**src/rtl/tpg_pkg.sv**
```systemverilog
package tpg_pkg;
    typedef enum logic {
        PAT_RAMP   = 1'b0,
        PAT_STRIPE = 1'b1
    } pat_e;

    localparam int STRIPE_LIFT = 128;
endpackage

```
**src/rtl/tpg_run_timer.sv**
```systemverilog
module tpg_run_timer #(
    parameter int S_LOG2 = 3,
    parameter int R_LOG2 = 1
) (
    input  logic       clk,
    input  logic       rst_n,
    input  logic       clear,
    input  logic       adv,
    input  logic       pat_sel,
    input  logic [1:0] ival_code,
    output logic       run_end
);
    import tpg_pkg::*;

    localparam int MAXLOG = ((S_LOG2 > R_LOG2) ? S_LOG2 : R_LOG2) + 3;
    localparam int CNT_W  = MAXLOG + 1;

    typedef struct packed {
        logic [CNT_W-1:0] cnt;
    } tmr_st_t;

    tmr_st_t st_d, st_q;
    logic [CNT_W-1:0] len_m1;
    logic [CNT_W-1:0] cur;
    logic             last;

    always_comb begin
        if (pat_e'(pat_sel) == PAT_STRIPE)
            len_m1 = (CNT_W'(1) << (CNT_W'(S_LOG2) + CNT_W'(ival_code))) - CNT_W'(1);
        else
            len_m1 = (CNT_W'(1) << (CNT_W'(R_LOG2) + CNT_W'(ival_code))) - CNT_W'(1);
        cur     = clear ? '0 : st_q.cnt;
        last    = (cur >= len_m1);
        run_end = adv && last;
        st_d    = st_q;
        if (adv)
            st_d.cnt = last ? '0 : cur + CNT_W'(1);
        else
            st_d.cnt = cur;
    end

    always_ff @(posedge clk or negedge rst_n) begin
        if (!rst_n) st_q <= '0;
        else        st_q <= st_d;
    end
endmodule

```
**src/rtl/tpg_pattern_core.sv**
```systemverilog
module tpg_pattern_core #(
    parameter int OUT_W = 12,
    parameter int BLK_W = 8
) (
    input  logic             clk,
    input  logic             rst_n,
    input  logic             clear,
    input  logic             adv,
    input  logic             run_end,
    input  logic             pat_sel,
    input  logic [BLK_W-1:0] black_code,
    output logic [OUT_W-1:0] pat_val
);
    import tpg_pkg::*;

    localparam int SUM_W = ((OUT_W > BLK_W + 1) ? OUT_W : BLK_W + 1) + 2;
    localparam logic [OUT_W-1:0] CODE_MAX = {OUT_W{1'b1}};
    localparam logic [OUT_W-1:0] CODE_ONE = OUT_W'(1);

    typedef struct packed {
        logic             phase;
        logic [OUT_W-1:0] code;
    } core_st_t;

    core_st_t st_d, st_q;
    logic             cur_phase;
    logic [OUT_W-1:0] cur_code;
    logic [SUM_W-1:0] lo_sum, hi_sum;
    logic [OUT_W-1:0] lo_lvl, hi_lvl;

    always_comb begin
        lo_sum = SUM_W'({black_code, 1'b0});
        hi_sum = lo_sum + SUM_W'(STRIPE_LIFT);
        lo_lvl = (lo_sum > SUM_W'(CODE_MAX)) ? CODE_MAX : lo_sum[OUT_W-1:0];
        hi_lvl = (hi_sum > SUM_W'(CODE_MAX)) ? CODE_MAX : hi_sum[OUT_W-1:0];
    end

    always_comb begin
        cur_phase = clear ? 1'b0 : st_q.phase;
        cur_code  = clear ? CODE_ONE : st_q.code;
        if (pat_e'(pat_sel) == PAT_STRIPE)
            pat_val = cur_phase ? hi_lvl : lo_lvl;
        else
            pat_val = cur_code;
        st_d.phase = cur_phase;
        st_d.code  = cur_code;
        if (adv && run_end) begin
            st_d.phase = ~cur_phase;
            st_d.code  = (cur_code == CODE_MAX) ? CODE_ONE : cur_code + CODE_ONE;
        end
    end

    always_ff @(posedge clk or negedge rst_n) begin
        if (!rst_n) begin
            st_q.phase <= 1'b0;
            st_q.code  <= CODE_ONE;
        end else begin
            st_q <= st_d;
        end
    end
endmodule

```
**src/rtl/tpg_top.sv**
```systemverilog
module tpg_top #(
    parameter int NCH    = 2,
    parameter int OUT_W  = 12,
    parameter int BLK_W  = 8,
    parameter int S_LOG2 = 3,
    parameter int R_LOG2 = 1
) (
    input  logic                 clk,
    input  logic                 rst_n,
    input  logic                 pix_valid,
    input  logic                 line_start,
    input  logic                 test_en,
    input  logic                 pat_sel,
    input  logic [1:0]           ival_code,
    input  logic [BLK_W-1:0]     black_code,
    input  logic [NCH*OUT_W-1:0] din,
    output logic [NCH*OUT_W-1:0] dout
);
    localparam int BUS_W = NCH * OUT_W;

    typedef struct packed {
        logic             test_q;
        logic [BUS_W-1:0] data;
    } top_st_t;

    top_st_t          st_d, st_q;
    logic             clear;
    logic             run_end;
    logic [OUT_W-1:0] pat_val;
    logic [BUS_W-1:0] out_nxt;

    assign clear = line_start || (test_en && !st_q.test_q);

    tpg_run_timer #(.S_LOG2(S_LOG2), .R_LOG2(R_LOG2)) u_timer (
        .clk       (clk),
        .rst_n     (rst_n),
        .clear     (clear),
        .adv       (pix_valid),
        .pat_sel   (pat_sel),
        .ival_code (ival_code),
        .run_end   (run_end)
    );

    tpg_pattern_core #(.OUT_W(OUT_W), .BLK_W(BLK_W)) u_core (
        .clk        (clk),
        .rst_n      (rst_n),
        .clear      (clear),
        .adv        (pix_valid),
        .run_end    (run_end),
        .pat_sel    (pat_sel),
        .black_code (black_code),
        .pat_val    (pat_val)
    );

    for (genvar ch = 0; ch < NCH; ch++) begin : g_ch
        always_comb begin
            out_nxt[ch*OUT_W +: OUT_W] = test_en ? pat_val : din[ch*OUT_W +: OUT_W];
        end
    end

    always_comb begin
        st_d        = st_q;
        st_d.test_q = test_en;
        if (pix_valid)
            st_d.data = out_nxt;
    end

    always_ff @(posedge clk or negedge rst_n) begin
        if (!rst_n) st_q <= '0;
        else        st_q <= st_d;
    end

    assign dout = st_q.data;
endmodule

```
**config.mk**
```make
export PLATFORM = sky130hd
export DESIGN_NAME = tpg_top
export DESIGN_NICKNAME = d
export VERILOG_FILES = /design/src/rtl/tpg_pkg.sv /design/src/rtl/tpg_run_timer.sv /design/src/rtl/tpg_pattern_core.sv /design/src/rtl/tpg_top.sv
export SDC_FILE = /design/constraint.sdc
export NUM_CORES = 1
export LEC_CHECK = 0
export CAP_MARGIN = 20
export CORE_UTILIZATION = 46
export DETAILED_ROUTE_END_ITERATION = 10
export GPL_ROUTABILITY_DRIVEN = 1
export PLACE_DENSITY = 0.78
export SLEW_MARGIN = 20
export SYNTH_ARGS = -nofsm -noshare
export SYNTH_HDL_FRONTEND = slang
export SYNTH_SLANG_ARGS = --single-unit
```
**constraint.sdc**
```tcl
create_clock -name clk -period 2.2 [get_ports clk]
set_clock_uncertainty 0.05 [all_clocks]
set_input_delay 0.33 -clock clk [delete_from_list [all_inputs] [get_ports clk]]
set_output_delay 0.33 -clock clk [all_outputs]
set_load 0.03 [all_outputs]
```
==> summary.txt, run 1 <==
Status
  • Status: finished, violations left
  • Violated checks: negative setup slack

Route
  • DR vias: 2650
  • Initial DRT Pass Iterations: 6
  • DR DRC count: 0
  • Post-route ant nets: 0
  • Routed WL: 7.57 mm
  • Routed wire per std cell: 15.9 um
  • 1st-iter DRT viols: 160
  • Average vias per placed instance: 5.56

Floorplan
  • I/O pins: 64
  • Chip Height: 79.9 um
  • DIE AREA: 6380 sq um
  • Initial core utilization: between 40 and 50%
  • Core area: slightly below 6000 sq um
  • Die X: approximately 80 um
  • FP Rows: 28

Timing
  • Setup ws final: -628 ps
  • Fin. Hold Viols: 0
  • Final setup vio count: 20
  • Crit path time final: around 2800 ps
  • Fmax: 0.354 GHz
  • RSZ-0062 raised after global routing: yes
  • Final period utilization: 129%
  • Count of pins over their slew limit: 0
  • Final Hold Slack: 436 ps

Power and ir drop
  • Switching power: 0.633 mW
  • Comb power frac: 27.8%
  • Clock network power share: 26.5%
  • Switch share: 31.7%
  • Leakage power: around 1.6 nW
  • VDD IR-drop max: 0.000352 V
  • Power per cell area: 530 nW/um^2
  • Pint: 1.37 mW
  • Sequential share of power: 45.7%

Synth
  • Ys flop type: dfrtp_1
  • Post-synth top area cell: dfrtp_1
  • Cell Area, Synth: 2790 sq um
  • Most common cell in the netlist: dfrtp_1
  • Top post-synthesis cells by area: dfrtp_1 (39%), buf_4 (6.7%), nand2_1 (5.6%)
  • Post-synth top area share: roughly two fifths
  • Yosys synthesis warning count: 0
  • Synthesized flop and latch total: 45
  • Most frequent cells after synthesis: dfrtp_1 (44), nand2_1 (42), nor2_1 (38)
  • Sequential area share after synthesis: between 40% and 50%
  • Yosys cell types: 48
  • Number of synthesized flops with an enable pin: 0
  • Syn avg cell area: 8.46 sq um
  • Post-Synthesis Cells: 330
  • Post-synth ARST share: between 90% and 100%

Global routing
  • Overflow after GRT: 0
  • Vias in the first global route: 2591
  • Number of antenna violations at the first check in global routing: 0
  • First-pass GRT wire length: roughly 12 mm
  • GR Util All Layers: 25.5%
  • Largest net degree at the start of global routing: 41

Final layout
  • Layout cells sized above 1: 18.4%
  • Layout area overhead: 35.1%
  • Design area: 3770 sq um
  • Final core occ: 64.1%
  • Final-stage net count: 453
  • ANT cells: 0
  • Layout Cells excl Fill: 477

Worst setup path
  • CP Cell Sequence: buf_6 -> ha_4 -> or3_1 -> ha_2 -> inv_2 -> and3_1 -> a21oi_1 -> nor2_1 -> a31oi_1 -> ha_1 -> and3_4 -> nand3_4 -> o21a_4 -> or4_4 -> a21oi_2
  • Max FO, Critical Path: 5
  • WP buf/inv: 2
  • CP required: 2390 ps
  • Worst Path Arrival: between 3000 and 4000 ps
  • Crit path kind: input pin to flip-flop
  • Flop-to-flop setup slack: -170 ps
  • Slowest-stage cell, CP: or4_4
  • CP delay by family, top: simple AND/OR/NAND/NOR gates
  • Worst stage delay on the critical path: 510 ps
  • Crit end category: flip-flop
  • Critical path launch point type: input pin

CTS
  • Cts bufs inserted: 5
  • CTS tree: yes
  • Latest clock arrival within the worst-skew pair: 300 ps
  • Maximum root-to-sink buffer count: 2
  • H-tree lvl count: 2
  • Clk sinks: 45
  • CTS root buf: clkbuf_8
  • Clock-pin slew on the worst setup and hold paths: 90 ps

Placed design
  • Detail Placement HPWL: 5.55 mm
  • Placed Area: about 3600 sq um
  • GPL Wtd Cong: 0.889
  • I/O Buffers: 63
  • Cells after DPL: 464

Worst hold path
  • Worst Hold Class: input pin to asynchronous set/reset pin

Job
  • Max_cap viols: 0
## registers in the layout (all words and copies together) (netlist names)
name          flops
u_core.st_q      13
u_timer.st_q      7
st_q              1
dout             24
## what timing repair did
item                                    4_1_cts  5_1_grt
resized for setup                            16       11
endpoints found under the hold margin        15        0
buffers inserted                              4        0
hold buffers                                  1        0
gates cloned                                  0        0
endpoints found under the setup margin       20       22
pin swaps                                    12        7
## per-layer routing
metal	GRT usage (%)	vias up	routed length, um
met1	33.8	1263	3350
met4	8.04	0	109
met2	41.4	100	3710
met3	5.49	12	403
li1	-	1275	-
met5	0	-	0
## final cells by class
class | instances | area [sq um]
Clock buffer | 5 | 68.8
Tap cell | 75 | 93.8
Multi-Input combinational cell | 235 | 1470
Clock inverter | 3 | 21.3
Sequential cell | 45 | 1130
Inverter | 9 | 33.8
Timing Repair Buffer | 105 | 957
Fill cell | 503 | 2110
## cell families after synthesis
kind of cell / synth area share [%]
and+or+nand+nor: 22.4
AOI/OAI and AO/OA: 17.4
buffers and inverters: 10.3
DFF: 40.4
adders and majority gates: 5.38
xor gates and xnor gates: 3.14
muxes: 0.807
other: 0.134
## power groups by stage
stage	logic (mW)	registers, mW	clock network (mW)
floorplan	0.339	0.922	0
global route	0.603	0.920	0.570
CTS	0.545	0.913	0.537
finish	0.555	0.914	0.530
detailed placement	0.529	0.929	0
global placement	0.518	0.928	0
## layout by cell type, fill, tap and decap left out, drive strengths merged, types with 3 or more instances in the layout
master         Yosys  layout
xnor2              5       5
a21oi             31      31
inv                9      10
or3                6       6
clkdlybuf4s50      0      59
xor2               5       5
nand2             42      42
buf               28      44
nand4              5       5
and3              12      12
ha                12      12
a32oi              3       3
dfrtp             44      44
clkbuf            14       5
o21ai             13      13
nor2              38      38
a31oi             12      12
o31ai              3       3
o22ai              3       3
nand3             13      13
## through the flow
| step | setup slack (ps) | total power, mW | setup TNS [ps] |
|---|---|---|---|
| final | -628 | 2.00 | -9470 |
| after global routing | -740 | 2.09 | -11660 |
| after CTS | -600 | 1.99 | -9780 |
| after detailed placement | -1380 | 1.46 | -24620 |
| after global placement | -1320 | 1.45 | -23340 |
| after floorplan | -71.5 | 1.26 | -281 |
## path summary, 6_finish.rpt
check                             start  depth (start not counted)               to
max reg2reg                    st_q[24]                         10   u_core.st_q[5]
max in group asynchronous         rst_n                          3   u_core.st_q[0]
max                        ival_code[1]                         15  u_core.st_q[10]
min in group clk                dout[7]                          1          dout[7]
min                               rst_n                          2         dout[13]
min reg2reg                     dout[7]                          1          dout[7]
No activity file was read; power rests on OpenSTA's default activity.
==> inputs of run 2 (changes only) <==
--- a/config.mk
+++ b/config.mk
@@ -5,11 +5,12 @@
 export SDC_FILE = /design/constraint.sdc
 export NUM_CORES = 1
 export LEC_CHECK = 0
+export ABC_CLOCK_PERIOD_IN_PS = 2200
 export CAP_MARGIN = 20
-export CORE_UTILIZATION = 46
+export CORE_UTILIZATION = 35
 export DETAILED_ROUTE_END_ITERATION = 10
 export GPL_ROUTABILITY_DRIVEN = 1
-export PLACE_DENSITY = 0.78
+export PLACE_DENSITY = 0.62
 export SLEW_MARGIN = 20
 export SYNTH_ARGS = -nofsm -noshare
 export SYNTH_HDL_FRONTEND = slang
==> run 2 against run 1 <==
Net effect:
- the flow still finishes with violations (negative setup slack)
- highest routed layer unchanged
- register-to-register slack better by 20 ps
- total power is 4.6% higher
- count of clock-buffer cells in the layout stayed put
- largest power group unchanged
- critical path depth stayed put
- final area is 3.0% higher
- sequential share of layout area is 0.86 points lower
- combinational power is 0.9% higher
- maximum frequency is 1.6% higher
- first-iteration DRC count is 8.1% higher
- via count is 1.9% lower
- die area is 31% higher
==> summary.txt, run 2 (same netlist as run 1, synthesis figures left out) <==
Route
  • Post-route ant nets: 0
  • DR DRC count: 0
  • 1st-iter DRT viols: 173
  • Average vias per placed instance: 5.11
  • Routed WL: 7.48 mm
  • Routed wire per std cell: approximately 15 um
  • Initial DRT Pass Iterations: 4
  • DR vias: 2599

Final layout
  • Final-stage net count: 459
  • Commonest non-fill, non-tap cells in the layout: clkdlybuf4s50_1 (58), buf_4 (47), dfrtp_1 (44), nand2_1 (41), nor2_1 (38)
  • Commonest non-fill, non-tap cell in the layout: clkdlybuf4s50_1
  • Layout Cells excl Fill: 509
  • Layout area overhead: 39.1%
  • Design area: 3880 sq um
  • Max reg flops: 24
  • ANT cells: 0
  • Final core occ: 50.2%
  • Layout cells sized above 1: around 21%

Timing
  • Count of pins over their slew limit: 0
  • RSZ-0062 raised after global routing: yes
  • Setup ws final: -582 ps
  • TNS Setup: -9030 ps
  • Final period utilization: 126%
  • Crit path time final: between 2000 and 3000 ps
  • Fin. Hold Viols: 0
  • Fmax: 0.359 GHz
  • Final setup vio count: 20

Power and ir drop
  • Comb power frac: 26.8%
  • Sequential share of power: between 40% and 50%
  • Power per cell area: 538 nW/um^2
  • VDD IR-drop max: about 0.00034 V
  • Switch share: 29.4%
  • Leakage power: around 1.7 nW
  • Switching power: 0.613 mW
  • Clock network power share: between 20 and 30%
  • Pint: 1.48 mW

CTS
  • Latest clock arrival within the worst-skew pair: approximately 300 ps
  • H-tree lvl count: 2
  • CTS root buf: clkbuf_8
  • Clk sinks: 45
  • Maximum root-to-sink buffer count: 2
  • Clock-pin slew on the worst setup and hold paths: 90 ps
  • CTS tree: yes
  • Cts bufs inserted: 5

Floorplan
  • I/O pins: 64
  • Chip Height: 91.3 um
  • Die X: 91.3 um
  • Initial core utilization: a little over a third
  • Core area: 7730 sq um
  • FP Rows: 32
  • DIE AREA: 8340 sq um

Worst setup path
  • Worst stage delay on the critical path: 480 ps
  • Critical path launch point type: input pin
  • Crit path kind: input pin to flip-flop
  • CP Cell Sequence: buf_6 -> ha_4 -> or3_4 -> ha_4 -> inv_2 -> and3_4 -> a21oi_2 -> nor2_1 -> a31oi_1 -> ha_1 -> and3_4 -> nand3_2 -> o21a_4 -> or4_4 -> a21oi_2
  • Worst Path Arrival: 2960 ps
  • CP required: 2380 ps
  • Max FO, Critical Path: 6
  • Slowest-stage cell, CP: or4_4
  • Crit end category: flip-flop

Placed design
  • Detail Placement HPWL: 5.67 mm
  • Placed Area: 3630 sq um
  • Cells after DPL: 497
  • Setup Slack @ Placement: -1440 ps
  • GPL Wtd Cong: 0.860
  • I/O Buffers: 63

Worst hold path
  • Worst Hold Class: input pin to asynchronous set/reset pin

Global routing
  • Number of antenna violations at the first check in global routing: 0
  • Largest net degree at the start of global routing: 40
  • First-pass GRT wire length: 12.3 mm
  • GR Util All Layers: around 19%
  • Overflow after GRT: 0
  • Vias in the first global route: 2540

Status
  • Violated checks: negative setup slack
  • Status: finished, violations left

Job
  • Max_cap viols: 0
-- run 2: routing by layer --
| metal | routed length (um) | GRT usage (%) |
|---|---|---|
| met1 | 3610 | 26.1 |
| met2 | 3500 | 29.7 |
| met3 | 296 | 3.18 |
| met4 | 72 | 4.37 |
| met5 | 0 | 0 |
-- run 2: stage by stage --
| step | power [mW] | hold slack, ps |
|---|---|---|
| after floorplan | 1.26 | -15.6 |
| after global placement | 1.46 | 156 |
| after detailed placement | 1.46 | 158 |
| after CTS | 2.10 | 361 |
| after global routing | 2.18 | 401 |
| final | 2.09 | 375 |
-- run 2: area by class of cell --
type                       count  area, sq um
clock buffer                   5         68.8
clock inverter                 2         35.0
fill                         751         3840
inverter                       9         33.8
multi-input combinational    235         1500
sequential                    45         1130
tap                          102          128
timing repair buffer         111          992
-- run 2: worst paths after layout --
| check | start | endpoint | slack [ps] | cells after the start |
|---|---|---|---|---|
| worst max register to register | st_q[24] | u_core.st_q[1] | -150 | 11 |
| worst min-delay path | rst_n | dout[14] | 380 | 2 |
| max in group asynchronous | rst_n | u_core.st_q[0] | 1130 | 3 |
| min in group clk | test_en | st_q[24] | 400 | 2 |
| worst max-delay path | ival_code[1] | u_core.st_q[10] | -580 | 15 |
| worst min register to register | dout[19] | dout[19] | 440 | 1 |
-- run 2: critical path: cells and delay by family --
| family | cells | cell delay (ps) |
|---|---|---|
| AOI/OAI and AO/OA | 4 | 450 |
| adders and majority gates | 3 | 690 |
| buffers and inverters | 2 | 150 |
| and+or+nand+nor | 6 | 1350 |
-- run 2: timing repair --
| action | in CTS | in global routing |
|---|---|---|
| resized for setup | 21 | 12 |
| pin swaps | 11 | 8 |
| endpoints found under the setup margin | 22 | 22 |
| hold endpoints to repair | 9 | 0 |
| setup buffers | 4 | 0 |
| hold buffers | 1 | 0 |
-- run 2: power groups by stage --
stage / clock, mW / combinational (mW) / sequential [mW]
after floorplan: 0 / 0.339 / 0.922
after global placement: 0 / 0.528 / 0.929
after detailed placement: 0 / 0.534 / 0.929
after CTS: 0.632 / 0.554 / 0.914
after global routing: 0.657 / 0.605 / 0.921
final: 0.616 / 0.560 / 0.914
